===== config.mk =====
export PLATFORM = sky130hd
export DESIGN_NAME = can_fifo_ser
export DESIGN_NICKNAME = d
export VERILOG_FILES = /design/src/rtl/can_ser_pkg.sv /design/src/rtl/can_ser_pack.sv /design/src/rtl/can_ser_ctrl.sv /design/src/rtl/can_fifo_ser.sv
export SDC_FILE = /design/constraint.sdc
export NUM_CORES = 1
export LEC_CHECK = 0
export BUFFER_PORTS_ARGS = -buffer_cell sky130_fd_sc_hd__buf_4
export CORE_ASPECT_RATIO = 0.5
export CORE_MARGIN = 3
export CORE_UTILIZATION = 32
export DETAILED_ROUTE_END_ITERATION = 16
export GPL_TIMING_DRIVEN = 1
export MAX_ROUTING_LAYER = met4
export SYNTH_ARGS = -nofsm -noshare
export SYNTH_HDL_FRONTEND = slang
export SYNTH_SLANG_ARGS = --single-unit
export TNS_END_PERCENT = 10

===== constraint.sdc =====
create_clock -name clk_i -period 3.35 [get_ports clk_i]
set_clock_uncertainty 0.2 [all_clocks]
set_input_delay 0.67 -clock clk_i [delete_from_list [all_inputs] [get_ports clk_i]]
set_output_delay 0.67 -clock clk_i [all_outputs]
set_load 0.005 [all_outputs]

===== src/rtl/can_ser_pkg.sv =====
package can_ser_pkg;
  localparam int ID_W        = 29;
  localparam int DATA_BYTES  = 8;
  localparam int LEN_W       = 4;
  localparam int BYTE_W      = 8;
  localparam int STD_DLC_IDX = 4;
  localparam int EXT_DLC_IDX = 6;
  localparam int STREAM_MAX  = EXT_DLC_IDX + DATA_BYTES + 1;
  localparam int CNT_W       = $clog2(STREAM_MAX);

  localparam logic [BYTE_W-1:0] OPC_WR_FIFO = 8'h12;
  localparam logic [BYTE_W-1:0] TAG_BYTE    = 8'h00;
  localparam logic [BYTE_W-1:0] EXT_FLAGS   = 8'h18;

  typedef struct packed {
    logic                         ext;
    logic                         rtr;
    logic [ID_W-1:0]              id;
    logic [LEN_W-1:0]             len;
    logic [DATA_BYTES*BYTE_W-1:0] data;
  } frame_t;

  typedef logic [STREAM_MAX-1:0][BYTE_W-1:0] stream_t;
endpackage


===== src/rtl/can_ser_pack.sv =====
module can_ser_pack
  import can_ser_pkg::*;
(
  input  frame_t           frame_i,
  output stream_t          stream_o,
  output logic [CNT_W-1:0] last_idx_o
);
  logic [BYTE_W-1:0] dat [DATA_BYTES];

  for (genvar g = 0; g < DATA_BYTES; g++) begin : g_dat
    assign dat[g] = (LEN_W'(g) < frame_i.len) ? frame_i.data[g*BYTE_W +: BYTE_W] : '0;
  end

  always_comb begin
    stream_o    = '0;
    stream_o[0] = OPC_WR_FIFO;
    stream_o[1] = TAG_BYTE;
    if (frame_i.ext) begin
      stream_o[2] = frame_i.id[28:21];
      stream_o[3] = {frame_i.id[20:18], 5'b0} | EXT_FLAGS | {5'b0, frame_i.id[17:15]};
      stream_o[4] = frame_i.id[14:7];
      stream_o[5] = {frame_i.id[6:0], frame_i.rtr};
      stream_o[EXT_DLC_IDX] = BYTE_W'(frame_i.len);
      for (int i = 0; i < DATA_BYTES; i++) stream_o[EXT_DLC_IDX+1+i] = dat[i];
      last_idx_o = CNT_W'(EXT_DLC_IDX) + CNT_W'(frame_i.len);
    end else begin
      stream_o[2] = frame_i.id[10:3];
      stream_o[3] = {frame_i.id[2:0], frame_i.rtr, 4'b0};
      stream_o[STD_DLC_IDX] = BYTE_W'(frame_i.len);
      for (int i = 0; i < DATA_BYTES; i++) stream_o[STD_DLC_IDX+1+i] = dat[i];
      last_idx_o = CNT_W'(STD_DLC_IDX) + CNT_W'(frame_i.len);
    end
  end
endmodule


===== src/rtl/can_ser_ctrl.sv =====
module can_ser_ctrl
  import can_ser_pkg::*;
(
  input  logic             clk_i,
  input  logic             rst_ni,
  input  logic             in_valid_i,
  input  frame_t           frame_i,
  output logic             in_ready_o,
  input  logic [CNT_W-1:0] last_idx_i,
  input  logic             out_ready_i,
  output frame_t           frame_o,
  output logic             busy_o,
  output logic [CNT_W-1:0] cnt_o
);
  localparam logic [LEN_W-1:0] LEN_MAX = LEN_W'(DATA_BYTES);

  logic             busy_q;
  logic [CNT_W-1:0] cnt_q;
  frame_t           frame_q;
  logic             at_last;

  assign at_last    = (cnt_q == last_idx_i);
  assign in_ready_o = !busy_q;
  assign busy_o     = busy_q;
  assign cnt_o      = cnt_q;
  assign frame_o    = frame_q;

  always_ff @(posedge clk_i or negedge rst_ni) begin
    if (!rst_ni) begin
      busy_q  <= 1'b0;
      cnt_q   <= '0;
      frame_q <= '0;
    end else if (!busy_q) begin
      if (in_valid_i) begin
        busy_q  <= 1'b1;
        cnt_q   <= '0;
        frame_q <= frame_i;
        if (frame_i.len > LEN_MAX) frame_q.len <= LEN_MAX;  // clamp oversize length
      end
    end else if (out_ready_i) begin
      if (at_last) begin
        busy_q <= 1'b0;
        cnt_q  <= '0;
      end else begin
        cnt_q <= cnt_q + 1'b1;
      end
    end
  end

  a_r1_ready_after_last: assert property (@(posedge clk_i) disable iff (!rst_ni)
    busy_q && out_ready_i && at_last |=> in_ready_o);

  a_r10_frame_frozen: assert property (@(posedge clk_i) disable iff (!rst_ni)
    busy_q && !(out_ready_i && at_last) |=> $stable(frame_q));
endmodule


===== src/rtl/can_fifo_ser.sv =====
module can_fifo_ser
  import can_ser_pkg::*;
(
  input  logic                         clk_i,
  input  logic                         rst_ni,
  input  logic                         in_valid_i,
  output logic                         in_ready_o,
  input  logic                         in_ext_i,
  input  logic                         in_rtr_i,
  input  logic [ID_W-1:0]              in_id_i,
  input  logic [LEN_W-1:0]             in_len_i,
  input  logic [DATA_BYTES*BYTE_W-1:0] in_data_i,
  output logic                         out_valid_o,
  input  logic                         out_ready_i,
  output logic [BYTE_W-1:0]            out_byte_o,
  output logic                         out_last_o
);
  frame_t           frame_in, frame_q;
  stream_t          stream;
  logic [CNT_W-1:0] last_idx, cnt;
  logic             busy;

  assign frame_in = '{ext: in_ext_i, rtr: in_rtr_i, id: in_id_i, len: in_len_i, data: in_data_i};

  can_ser_ctrl u_ctrl (
    .clk_i      (clk_i),
    .rst_ni     (rst_ni),
    .in_valid_i (in_valid_i),
    .frame_i    (frame_in),
    .in_ready_o (in_ready_o),
    .last_idx_i (last_idx),
    .out_ready_i(out_ready_i),
    .frame_o    (frame_q),
    .busy_o     (busy),
    .cnt_o      (cnt)
  );

  can_ser_pack u_pack (
    .frame_i   (frame_q),
    .stream_o  (stream),
    .last_idx_o(last_idx)
  );

  assign out_valid_o = busy;
  assign out_byte_o  = stream[cnt];
  assign out_last_o  = busy && (cnt == last_idx);

  a_r2_opcode_first: assert property (@(posedge clk_i) disable iff (!rst_ni)
    in_valid_i && in_ready_o |=> out_valid_o && out_byte_o == OPC_WR_FIFO);

  a_r9_hold: assert property (@(posedge clk_i) disable iff (!rst_ni)
    out_valid_o && !out_ready_i |=> out_valid_o && $stable(out_byte_o) && $stable(out_last_o));

  a_r8_last_ends: assert property (@(posedge clk_i) disable iff (!rst_ni)
    out_valid_o && out_ready_i && out_last_o |=> !out_valid_o);

  a_r7_len_window: assert property (@(posedge clk_i) disable iff (!rst_ni)
    out_valid_o && out_last_o |-> (cnt >= CNT_W'(STD_DLC_IDX) && cnt <= CNT_W'(STREAM_MAX - 1)));
endmodule


# Word-level counts from Yosys, hierarchy flattened
# Index checks and enable logic that the tools add are counted.
# word_totals
out_inout_bits,11
wordCells,51
input_bits,103
reg_bits,104
# op_classes
add_sub_neg,3
n_mux,22
n_bitwise,2
eq_ne,2
n_lt_le_gt_ge,10
n_reduce_logical,5
# op_table
op,count
$mux W88,1
$mux W8,9
$bmux W8 S4,1
$mux W4,6
$lt A3 B4 Y1 const A,4
$mux W16,1
$add A3 B4 Y4 const A,2
$lt A1 B4 Y1 const A,2
$lt A2 B4 Y1 const A,2
$or A8 B3 Y8,1
$lt A4 B5 Y1 const B,1
$add A4 B1 Y4 const B,1
$eq A4 B4 Y1,1
$gt A4 B4 Y1 const B,1
$mux W1,4
$reduce_and A2 Y1,2
$ne A2 B2 Y1 const B,1
$reduce_bool A2 Y1,1
$logic_and A1 B1 Y1,1
$logic_not A1 Y1,1
$not A1 Y1,1

# Longest topological paths before layout
# logic_depth
word_depth,6
ltp_mapped,8
ltp_nobuf,7

# Hierarchy
# A second synthesis with hierarchy kept.
# unflattened
cells_unflattened,597
area_unflattened_um2,6914.1
# modules_own_cells
module,cells_each,area_per_inst_um2,n_inst
can_ser_ctrl,245,3985.1,1
can_ser_pack,258,1856.8,1
can_fifo_ser,94,1072.3,1

# Least setup slack after synthesis
# Ideal clock, no wire load.
# synth_timing
path_type,flip-flop to output port
startpoint,"register, netlist name u_ctrl.frame_o[66]"
endpoint,output out_byte_o[5]
stages_incl_launch_ff,9
slack_ns,0.419
arrival_time_ns,2.061
path_buffers,1
t_required_ns,2.480
path_cell_list,dfrtp_1 -> inv_1 -> ha_1 -> buf_2 -> nor2_4 -> a21boi_2 -> a22oi_1 -> a2111oi_1 -> a2bb2oi_1
# synth_between
elab_chain_len,5
elab_cells_between_ends,20
# synth_lines
element,line,rtl
"$lt A1 B4 Y1, or another cell as far along",can_ser_pack.sv:11,assign dat[g] = (LEN_W'(g) < frame_i.len) ? frame_i.data[g*BYTE_W +: BYTE_W] : '0;
$mux W8,can_ser_pack.sv:11,
$mux W88 or $mux W16 (tied branches),can_ser_pack.sv:18,if (frame_i.ext) begin
$bmux W8 S4 (*),can_fifo_ser.sv:45,assign out_byte_o = stream[cnt];
$mux W8 (not written as such) (*),can_fifo_ser.sv:45,
end: declaration,can_fifo_ser.sv:15,"output logic [BYTE_W-1:0] out_byte_o,"
# Every way passes the cells marked *; elsewhere a longest branch is shown, timed or not. The select of a mux whose other input is x is not followed.

# Worst setup path in the final report
# layout_timing
startpoint,"register, netlist name u_ctrl.frame_o[67]"
endpoint,output out_byte_o[4]
# layout_between
elab_chain_len,5
elab_cells_between_ends,20
# layout_lines
element,line
"$lt A1 B4 Y1, or another cell as far along",can_ser_pack.sv:11
$mux W8,can_ser_pack.sv:11
$mux W88 or $mux W16 (tied branches),can_ser_pack.sv:18
$bmux W8 S4 (*),can_fifo_ser.sv:45
$mux W8 (not written as such) (*),can_fifo_ser.sv:45
# Marked as above.

==> results.yml <==
global_route:
  grt_max_degree: 108
  grt_antenna_before_repair: 0
  grt_pass1_wl_um: 25500
  overflow: 0
  grtUsageTotal_pct: 18.4
  grt_pass1_vias: 4417
cells_and_area:
  area_growth_pct: 29.9
  final_cell_mix: "buf_4, dfrtp_1, mux2_2"
  layout.nets: 694
  drive_gt1_share_pct: 48.9
  fillers: 1528
  num_antenna_cells: 0
  final_cells: 812
  mostFrequentLayoutCell: "buf_4"
clock_tree:
  clock_latency_ps: 350
  cts_sinks: 104
  clock_tree.root_cell: "clkbuf_16"
  htreeDepth: 3
  clockBufferDepth: 2
  clkSlewWorstSetupHoldPaths_ps: 80
  cts_tree: "done"
  cts_made_buffers: 9
outcome:
  status: "completed"
yosys:
  syn_area_um2: 5440
  synth_nets: 575
  syn_area_per_cell_um2: 11.6
  synth_warnings: 0
  synth_edf_count: 0
  synth_cell_types: 59
  ys_seq_area_share_pct: 47.9
  syn_inst: 468
  async_reset_ff_share_pct: 100
  synth_ff_type: "dfrtp_1"
  ys_seq_elements: 104
power_and_ir_drop:
  p_leak_nw: 2.96
  p_per_area_nw_per_um2: 1040
  peakVddDrop_mv: 0.415
  total_power_mw: 7.36
worst_setup_path:
  critPathBufInv: 3
  r2r-start: "u_ctrl.cnt_o[1]"
  cpLargestDelayFamily: "simple AND/OR/NAND/NOR gates"
  ff2ff_setup_slack_ps: 1240
  r2r_end: "u_ctrl.cnt_o[1]"
  critPathArrivalTime_ps: 2440
  crit_top_cell: "buf_4"
  crit_path_max_incr_delay_ps: 410
  cpMaxStageDelayCell: "or3b_4"
  crit_type: "flip-flop to primary output"
  worstSetupEndpointType: "primary output"
  ff2ff_path_depth: 6
  path_max_fanout: 5
  required_ps: 2480
  crit_chain: "inv_2, ha_4, or3b_4, and2_4, a21oi_2, a2111oi_2, buf_4, o32a_1, buf_4"
  cp-start-kind: "flip-flop"
timing:
  final-setup-viol-count: 0
  period_minus_slack_ps: 3310
  fmax_mhz: 302
  slew_headroom_pct: 50.3
  report.final.hold_viol_count: 0
  timing.hold.ws_ps: 124
  drv_slew: 0
  setup-tns-final_ps: 0
  worstMarginPinSlew_ps: 745
  setup_slack_ps: 39.4
  grt_setup_unrepaired: "true"
  post-route-period-util_pct: 98.8
routing:
  num_vias: 4328
  drc: 0
  post_drt_wl_per_cell_um: 20.3
  antenna_left: 0
  firstDrtPassIters: 5
  initialDrtViolationCount: 382
  avgViaCountPerCell: 5.33
  drt-total-wl_um: 16500
die:
  coreArea_um2: 16000
  start_util_pct: 33.9
  io_pins: 114
  rows: 32
  dieHeight_um: 98.2
  die-area_um2: 18700
  fp.dieW_um: 190
place:
  numPortBuffers: 113
  hpwl_um: 12400
  gp_congestion: 0.945
  dp.cells: 791
  dp_slack_ps: 158
job:
  maxCapViolCount: 0
min_path:
  holdCritPathClass: "input port to async pin"
[synth_stat cells, types with 2 or more instances]
master       n  area, um^2
a2111oi_0    4        35.0
a2111oi_1    3        30.0
a211oi_1     3        22.5
a21oi_1     25         125
a221o_1      2        20.0
a221oi_1    14         123
a22oi_1      9        67.6
a2bb2oi_1    3        26.3
a31oi_1      2        12.5
a32oi_1      2        17.5
and2_1       5        31.3
buf_1        2        7.51
buf_2        9        45.0
buf_4        2        15.0
buf_6        2        22.5
clkbuf_1    20        75.1
dfrtp_1    104        2600
ha_1         4        50.1
inv_1        7        26.3
mux2_2      94        1060
mux2i_1      8        80.1
mux4_2       3        67.6
nand2_1     22        82.6
nand2b_1     7        43.8
nand3_1     10        50.1
nand3b_1     5        37.5
nor2_1      10        37.5
nor2b_1      8        50.1
nor3_1       2        10.0
o2111ai_1    2        17.5
o211ai_1    10        75.1
o21a_1       2        15.0
o21ai_0     27         135
o22ai_1      4        25.0
o32a_1       3        30.0
or3_1        2        12.5
xnor2_1      5        43.8
[cell families (layout without fill, tap and decap cells)]
| family | after synthesis | after routing | synth area share [%] |
|---|---|---|---|
| adders and majority gates | 4 | 4 | 0.921 |
| muxes | 105 | 105 | 22.2 |
| xor gates and xnor gates | 6 | 6 | 0.967 |
| DFF | 104 | 104 | 47.9 |
| AOI/OAI and AO/OA | 128 | 128 | 16.9 |
| and+or+nand+nor | 77 | 77 | 7.48 |
| buffers and inverters | 44 | 167 | 3.71 |
[where the power goes]
group,internal [mW],switching [mW]
sequential,1.90,0.632
clock,0.509,0.496
combinational,1.97,1.86
[through the flow]
step | utilization (%) | cell area [um^2]
floorplan | - | 5440
global placement | 41.3 | 6620
detailed placement | 41.3 | 6620
CTS | 43.4 | 6960
global route | 44.1 | 7060
finish | 44.1 | 7060
[registers in the layout (all words and copies together), names as in the netlist]
name            cells
u_ctrl.frame_o     99
u_ctrl.cnt_o        4
u_ctrl.busy_o       1
[per-layer routing]
metal	track usage, %	share of wire [%]
met5	-	0
met4	4.51	1.2
met3	5.92	9.7
met2	25.0	41
met1	26.2	48
[area by class of cell]
class / count / area [um^2] / area share, %
multi-input cells: 320 / 2760 / 39.1
flip-flops and latches: 104 / 2600 / 36.9
repair buffers: 143 / 1110 / 15.8
well taps: 221 / 277 / 3.92
clock buffers: 10 / 229 / 3.24
clock inverters: 5 / 42.5 / 0.603
inverters: 9 / 36.3 / 0.514
[how the worst max path moves through the flow]
stage / endpoint / slack, ps / from / depth (start not counted)
final: out_byte_o[4] / 40 / u_ctrl.frame_o[67] / 9
after global routing: out_byte_o[0] / -30 / u_ctrl.frame_o[66] / 8
after CTS: out_byte_o[4] / -10 / u_ctrl.frame_o[67] / 10
after detailed placement: out_byte_o[4] / 160 / u_ctrl.frame_o[66] / 10
after global placement: out_byte_o[4] / 210 / u_ctrl.frame_o[66] / 10
after floorplan: out_byte_o[5] / 420 / u_ctrl.frame_o[66] / 8
[repair_timing]
| action | CTS | global route |
|---|---|---|
| hold buffers | 0 | 0 |
| cloned | 0 | 0 |
| pin swaps | 7 | 4 |
| endpoints found under the hold margin | 0 | 0 |
| gates resized for setup | 11 | 20 |
| setup buffers | 4 | 2 |
| setup endpoints to repair | 8 | 8 |
No activity file was read; power rests on OpenSTA's default activity.
